===== config.mk =====
export PLATFORM = sky130hd
export DESIGN_NAME = tmr_channel
export DESIGN_NICKNAME = d
export VERILOG_FILES = /design/src/rtl/tmr_pkg.sv /design/src/rtl/tmr_prescale.sv /design/src/rtl/tmr_gate_sync.sv /design/src/rtl/tmr_strobe.sv /design/src/rtl/tmr_channel.sv
export SDC_FILE = /design/constraint.sdc
export NUM_CORES = 1
export LEC_CHECK = 0
export BUFFER_PORTS_ARGS = -buffer_cell sky130_fd_sc_hd__buf_2
export CAP_MARGIN = 10
export CORE_MARGIN = 3
export CORE_UTILIZATION = 26
export CTS_CLUSTER_SIZE = 12
export DETAILED_ROUTE_END_ITERATION = 8
export PLACE_DENSITY_LB_ADDON = 0.2
export SETUP_SLACK_MARGIN = 0.1
export SYNTH_ARGS = -nofsm -noshare
export SYNTH_HDL_FRONTEND = slang
export SYNTH_SLANG_ARGS = --single-unit
export TNS_END_PERCENT = 100

===== constraint.sdc =====
create_clock -name clk -period 5.52 [get_ports clk]
set_input_delay 0.552 -clock clk [delete_from_list [all_inputs] [get_ports clk]]
set_output_delay 0.552 -clock clk [all_outputs]
set_load 0.02 [all_outputs]

===== src/rtl/tmr_pkg.sv =====
// Shared types for the timer channel.
// Assumes the configuration word is six bits wide, packed MSB first as below.
package tmr_pkg;

    typedef enum logic [1:0] {
        MD_ONESHOT = 2'b00,
        MD_CONT    = 2'b01,
        MD_WDOG    = 2'b10,
        MD_PWM     = 2'b11
    } tmr_mode_e;

    typedef struct packed {
        logic      edge_clk;   // count gate edges instead of prescaled clocks
        logic      pol;        // output polarity
        tmr_mode_e mode;       // operating mode
        logic [1:0] psel;      // divide select / gate enable
    } tmr_cfg_t;

endpackage


===== src/rtl/tmr_prescale.sv =====
// Prescaler: a cycle counter that emits a one-cycle tick every DIV_* clocks.
// Assumes restart and a change of psel arrive together, so the counter never
// sits above the new limit. It holds its phase while enable is low.
module tmr_prescale #(
    parameter int DIV_FAST = 4,
    parameter int DIV_MID  = 16,
    parameter int DIV_SLOW = 256
) (
    input  logic       clk,
    input  logic       rst_n,
    input  logic       restart,
    input  logic       enable,
    input  logic [1:0] psel,
    output logic       tick
);
    localparam int PRE_W = $clog2(DIV_SLOW);
    localparam logic [PRE_W-1:0] LIM_F = PRE_W'(DIV_FAST - 1);
    localparam logic [PRE_W-1:0] LIM_M = PRE_W'(DIV_MID - 1);
    localparam logic [PRE_W-1:0] LIM_S = PRE_W'(DIV_SLOW - 1);

    logic [PRE_W-1:0] pre_q;
    logic [PRE_W-1:0] lim;

    // Pick the wrap limit from the divide select.
    always_comb begin
        if (psel[1])      lim = LIM_F;
        else if (psel[0]) lim = LIM_M;
        else              lim = LIM_S;
    end

    assign tick = enable && (pre_q == lim);

    // Advance, wrap or restart the phase counter.
    always_ff @(posedge clk) begin
        if (!rst_n)        pre_q <= '0;
        else if (restart)  pre_q <= '0;
        else if (tick)     pre_q <= '0;
        else if (enable)   pre_q <= pre_q + 1'b1;
    end

    assert_pre_bound_R2: assert property (@(posedge clk) disable iff (!rst_n)
        pre_q <= lim);

endmodule


===== src/rtl/tmr_gate_sync.sv =====
// Gate input synchronizer with edge detection.
// Assumes gate_i is asynchronous. It needs STAGES >= 2 and reports
// level, rise and fall after the last stage.
module tmr_gate_sync #(
    parameter int STAGES = 2
) (
    input  logic clk,
    input  logic rst_n,
    input  logic gate_i,
    output logic level,
    output logic rise,
    output logic fall
);
    logic [STAGES-1:0] sh_q;
    logic              prev_q;

    // First stage samples the pin.
    always_ff @(posedge clk) begin
        if (!rst_n) sh_q[0] <= 1'b0;
        else        sh_q[0] <= gate_i;
    end

    for (genvar i = 1; i < STAGES; i++) begin : g_stage
        // Each further stage re-samples the one before it.
        always_ff @(posedge clk) begin
            if (!rst_n) sh_q[i] <= 1'b0;
            else        sh_q[i] <= sh_q[i-1];
        end
    end

    // Remember the last synchronized level for edge detection.
    always_ff @(posedge clk) begin
        if (!rst_n) prev_q <= 1'b0;
        else        prev_q <= sh_q[STAGES-1];
    end

    assign level = sh_q[STAGES-1];
    assign rise  = sh_q[STAGES-1] && !prev_q;
    assign fall  = !sh_q[STAGES-1] && prev_q;

    assert_rise_single_R10: assert property (@(posedge clk) disable iff (!rst_n)
        rise |=> !rise);

endmodule


===== src/rtl/tmr_strobe.sv =====
// Underflow strobe stretcher: holds strobe_o high for LEN clocks after a trig.
// A trig during an active strobe restarts the window.
module tmr_strobe #(
    parameter int LEN = 4
) (
    input  logic clk,
    input  logic rst_n,
    input  logic trig,
    output logic strobe_o
);
    localparam int SW = $clog2(LEN + 1);
    logic [SW-1:0] left_q;

    // Load the window on a trigger, then count it down.
    always_ff @(posedge clk) begin
        if (!rst_n)             left_q <= '0;
        else if (trig)          left_q <= SW'(LEN);
        else if (left_q != '0)  left_q <= left_q - 1'b1;
    end

    assign strobe_o = (left_q != '0);

    assert_strobe_on_R4: assert property (@(posedge clk) disable iff (!rst_n)
        trig |=> strobe_o);

endmodule


===== src/rtl/tmr_channel.sv =====
// Multi-mode timer channel top: one-shot, continuous, watchdog and split-byte
// PWM. It counts prescaled clocks, gate-enabled clocks, or gate edges.
// Assumes cfg_we and load_we are single-cycle strobes. cfg_we wins over
// load_we, and a start wins over a same-cycle count tick.
module tmr_channel
    import tmr_pkg::*;
#(
    parameter int CNT_W       = 16,
    parameter int STROBE_LEN  = 4,
    parameter int DIV_FAST    = 4,
    parameter int DIV_MID     = 16,
    parameter int DIV_SLOW    = 256,
    parameter int SYNC_STAGES = 2
) (
    input  logic             clk,
    input  logic             rst_n,
    input  logic             cfg_we,
    input  logic [5:0]       cfg_word,
    input  logic             load_we,
    input  logic [CNT_W-1:0] load_val,
    input  logic             gate_in,
    output logic             pulse_out,
    output logic             strobe_out,
    output logic [CNT_W-1:0] count_out,
    output logic             running
);
    localparam int HALF = CNT_W / 2;
    localparam logic [CNT_W-1:0] ALL_ONES = '1;

    tmr_cfg_t         cfg_q, cfg_d;
    logic [CNT_W-1:0] cnt_q, cnt_d, rld_q, rld_d;
    logic             flag_q, flag_d, run_q, run_d;
    logic [1:0]       md;
    logic             edge_mode, gate_mode, pwm_mode, wdog_mode;
    logic             gate_lvl, gate_rise, gate_fall, edge_hit;
    logic             pre_tick, pre_en, pre_restart;
    logic             start_ok, start_now, tick, low_zero, uflow;

    assign md        = cfg_q.mode;
    assign edge_mode = cfg_q.edge_clk;
    assign gate_mode = !cfg_q.edge_clk && (cfg_q.psel == 2'b11);
    assign pwm_mode  = (md == MD_PWM);
    assign wdog_mode = (md == MD_WDOG);

    // A non-watchdog load starts the count unless PWM is already running.
    assign start_ok  = !pwm_mode || !run_q;
    assign start_now = load_we && !cfg_we && (wdog_mode || start_ok);
    assign pre_restart = cfg_we || start_now;
    assign pre_en    = run_q && !edge_mode && (!gate_mode || gate_lvl);
    assign edge_hit  = cfg_q.psel[0] ? gate_fall : gate_rise;
    assign tick      = run_q && !cfg_we && !start_now &&
                       (edge_mode ? edge_hit : pre_tick);
    assign low_zero  = pwm_mode ? (cnt_q[HALF-1:0] == '0) : (cnt_q == '0);
    assign uflow     = tick && low_zero;

    tmr_prescale #(
        .DIV_FAST (DIV_FAST),
        .DIV_MID  (DIV_MID),
        .DIV_SLOW (DIV_SLOW)
    ) u_pre (
        .clk     (clk),
        .rst_n   (rst_n),
        .restart (pre_restart),
        .enable  (pre_en),
        .psel    (cfg_q.psel),
        .tick    (pre_tick)
    );

    tmr_gate_sync #(
        .STAGES (SYNC_STAGES)
    ) u_gate (
        .clk    (clk),
        .rst_n  (rst_n),
        .gate_i (gate_in),
        .level  (gate_lvl),
        .rise   (gate_rise),
        .fall   (gate_fall)
    );

    tmr_strobe #(
        .LEN (STROBE_LEN)
    ) u_stb (
        .clk      (clk),
        .rst_n    (rst_n),
        .trig     (uflow),
        .strobe_o (strobe_out)
    );

    // Next-state logic for configuration, count, reload value and flags.
    always_comb begin
        cfg_d  = cfg_q;
        cnt_d  = cnt_q;
        rld_d  = rld_q;
        flag_d = flag_q;
        run_d  = run_q;
        if (cfg_we) begin
            cfg_d = tmr_cfg_t'(cfg_word);
            run_d = 1'b0;
        end else begin
            if (tick) begin
                if (low_zero) begin
                    flag_d = !flag_q;
                    if (md[0]) begin
                        cnt_d = rld_q;
                    end else begin
                        cnt_d = ALL_ONES;
                        run_d = 1'b0;
                    end
                end else if (pwm_mode) begin
                    cnt_d = {cnt_q[CNT_W-1:HALF] - 1'b1, cnt_q[HALF-1:0] - 1'b1};
                    if (cnt_q[CNT_W-1:HALF] == '0) flag_d = 1'b0;
                end else begin
                    cnt_d = cnt_q - 1'b1;
                end
            end
            if (load_we) begin
                if (wdog_mode) begin
                    cnt_d = rld_q;
                    run_d = 1'b1;
                end else begin
                    rld_d = load_val;
                    if (start_ok) begin
                        cnt_d  = load_val;
                        run_d  = 1'b1;
                        flag_d = 1'b1;
                    end
                end
            end
        end
    end

    // State registers.
    always_ff @(posedge clk) begin
        if (!rst_n) begin
            cfg_q  <= '0;
            cnt_q  <= ALL_ONES;
            rld_q  <= ALL_ONES;
            flag_q <= 1'b0;
            run_q  <= 1'b0;
        end else begin
            cfg_q  <= cfg_d;
            cnt_q  <= cnt_d;
            rld_q  <= rld_d;
            flag_q <= flag_d;
            run_q  <= run_d;
        end
    end

    assign pulse_out = flag_q ^ cfg_q.pol;
    assign count_out = cnt_q;
    assign running   = run_q;

    assert_reset_state_R1: assert property (@(posedge clk)
        !rst_n |=> (count_out == ALL_ONES && !running && !pulse_out && !strobe_out));

    assert_park_R2: assert property (@(posedge clk) disable iff (!rst_n)
        (uflow && !md[0]) |=> (count_out == ALL_ONES && !running));

    assert_pol_R3: assert property (@(posedge clk) disable iff (!rst_n)
        cfg_we |=> (pulse_out == ($past(pulse_out) ^ $past(cfg_word[4]) ^ $past(cfg_q.pol))));

    assert_strobe_min_R4: assert property (@(posedge clk) disable iff (!rst_n)
        $fell(strobe_out) |-> $past(strobe_out, 4));

    assert_reload_R5: assert property (@(posedge clk) disable iff (!rst_n)
        (uflow && md[0]) |=> (running && count_out == $past(rld_q)));

    assert_pwm_write_R8: assert property (@(posedge clk) disable iff (!rst_n)
        (load_we && !cfg_we && pwm_mode && run_q) |=> running);

    assert_gate_hold_R9: assert property (@(posedge clk) disable iff (!rst_n)
        (run_q && gate_mode && !gate_lvl && !cfg_we && !load_we) |=> $stable(count_out));

    assert_mode_hold_R12: assert property (@(posedge clk) disable iff (!rst_n)
        cfg_we |=> (!running && $stable(count_out)));

endmodule


==> metrics.yaml <==
status: "complete, no violations"
finalSetupViolCount: 0
yosysMostFrequentCell: "nand2_1"
synth_cell_types: 64
dieArea_um2: 13630
first_global_vias: 3118
io_buffers: 45
holdWs_ns: 0.4455
yosys_warnings: 0
synth_seq_cells: 54
synth_top_area_cell: "dfxtp_1"
cp_max_fo: 17
worstPathArrival_ns: 3.11
antenna_found_initial: 0
min-delay-start: "u_gate.sh_q[0]"
insertion_delay_ns: 0.29
p_leak_uw: 0.001423
r2r_start: "count_out[8]"
std_cell_rows: 39
area_growth_pct: 13.77
crit_path_end_kind: "register"
cts_setup_buffers: 0
drc: 0
synth_edf_count: 0
cp-start-kind: "register"
drtIter0Drc: 397
ctsResizeCount: 0
ant_nets: 0
cts.sinks: 54
preCtsSetupSlack_ns: 2.742
yosys-top-cells-area: "dfxtp_1, nand2_1, nand3_1"
seqPwrFrac_pct: 48.0
syn_area_per_cell_um2: 7.741
initial_core_util_pct: 27.23
max_cap_viol_count: 0
syn_inst: 412
cts_buffers: 5
yosys.area.top_type_share_pct: 33.90
ys_seq_area_share_pct: 33.90
io_pins: 46
r2r-end: "count_out[13]"
slew_headroom_pct: 52.01
placed_area_um2: 3492
whs_endpoint: "u_gate.level"
die_y_um: 116.8
hold_class: "reg2reg"
power.density_nw_per_um2: 258.4
power.share.clock_pct: 32.6
p_int_uw: 654.9
netlist_area_um2: 3189
grt_max_degree: 37
comb_power_share_pct: 19.4
drive_gt1_share_pct: 14.12
max_freq_mhz: 347.3
vias: 3321
synth_ff_type: "dfxtp_1"
critical_path_required_ns: 5.75
hold_depth: 1
ff2ff_path_depth: 8
reg2reg_slack_ns: 2.64
hpwl_mm: 7.675
fin_setup_tns_ns: 0
wl_mm: 10.41
groute.usage.overall_pct: 15.63
cts.clk_slew.worst_paths_ns: 0.07
layout.nets: 472
cts_tree: "yes"
drv_slew: 0
path_class: "reg2reg"
rsz0062_at_grt: "false"
switching_share_pct: 30.15
post-route-period-util_pct: 52.16
antennaDiodeCount: 0
die_w_um: 116.8
async_flop_share_pct: 0
drt-pass1-iter-count: 5
syn-num-nets: 445
gp_congestion: 0.8666
stdcell_area_um2: 3628
skew_ns: 0.006895
htree_levels: 2
tightestPinTransition_ns: 0.7199
min_period_ns: 2.879
design.core.area_um2: 11710
cts_root_buf: "clkbuf_16"
grt_pass1_wl_mm: 16.68
hold_buffers: 0
ir_drop_v: 0.0001349
fin_ws_ns: 2.641
clk_path_buf_depth: 2
grt-ovfl-total: 0
yosys-top-cells-count: "nand2_1, dfxtp_1, nand3_1"
post_drt_wl_per_cell_um: 17.88
hold_viol: 0
power_switching_uw: 282.7
vias_per_cell: 5.706
[how the worst max path moves through the flow]
stage | start | endpoint | cells after the start
2_1_floorplan | count_out[12] | count_out[2] | 8
3_3_place_gp | count_out[8] | count_out[13] | 8
3_5_place_dp | cfg_we | count_out[0] | 7
4_1_cts | count_out[8] | count_out[13] | 8
5_1_grt | count_out[8] | count_out[13] | 8
6_report | count_out[8] | count_out[13] | 8
[per-layer routing]
layer | up-vias | part of all wire [%] | GRT usage, %
li1 | 1580 | - | -
met4 | 0 | 1.7 | 4.434
met3 | 20 | 8.7 | 3.575
met2 | 144 | 42 | 23.51
met5 | - | 0 | 0
met1 | 1577 | 47 | 22.36
[power groups by stage]
stage | combinational (uW) | sequential (uW) | clock (uW)
after floorplan | 126 | 453 | 0
after detailed placement | 181 | 458 | 0
final | 182 | 450 | 305
after CTS | 183 | 449 | 319
after global routing | 206 | 453 | 332
after global placement | 182 | 458 | 0
[sequential cells by signal, indices dropped and copies added (netlist names), 2 cells and up]
| register | count |
|---|---|
| rld_q | 16 |
| md | 2 |
| u_stb.left_q | 3 |
| cfg_q | 3 |
| u_pre.pre_q | 8 |
| count_out | 16 |
[stage by stage]
step / utilization, % / power, uW / std cells
after floorplan: - / 578.5 / 412
after global placement: 29.82 / 640.0 / 575
after detailed placement: 29.82 / 639.3 / 575
after CTS: 30.98 / 950.5 / 582
after global routing: 30.98 / 991.7 / 582
final: 30.98 / 937.7 / 582
[area by class of cell]
cell class / count / area (um2)
Tap cell: 143 / 178.9
Multi-Input combinational cell: 312 / 1928
Timing Repair Buffer: 45 / 225.2
Clock buffer: 6 / 128.9
Clock inverter: 1 / 7.507
Fill cell: 1278 / 8083
Sequential cell: 54 / 1081
Inverter: 21 / 78.83
[cells by family after synthesis]
kind of cell | share of synthesized area [%]
AO/OA/AOI/OAI | 26.80
XOR/XNOR | 3.021
adder cells (fa/ha/maj) | 2.354
buffers and inverters | 5.649
flip-flops | 33.90
multiplexers | 3.139
AND/OR/NAND/NOR | 25.15
[cells in the final DEF, fill, tap and decap left out, drive strengths merged, types with 3 or more instances in the layout]
cell type and instances:
a211oi 6, a21boi 4, a21oi 16, a221o 3
a22o 4, a31oi 3, a32oi 5, and2 4
and3 6, buf 45, clkbuf 6, dfxtp 54
ha 6, inv 21, mux2i 10, nand2 63
nand2b 4, nand3 30, nand4 8, nor2 29
nor3 5, nor4 4, o211ai 8, o21ai 17
o221ai 3, o22a 3, o22ai 18, o311ai 5
o31a 3, o31ai 5, or3 5, or3b 3
xnor2 5, xor2 6
[worst max-delay path, stage by stage (launching register included)]
cell	delay, ns
dfxtp_1	0.39
inv_1	0.08
ha_1	0.20
or3b_2	0.48
o21ai_1	0.24
nand2_1	0.42
a2111oi_0	0.75
o211ai_1	0.15
nand4_1	0.11
Note: power is estimated with default switching activity, not from simulation.
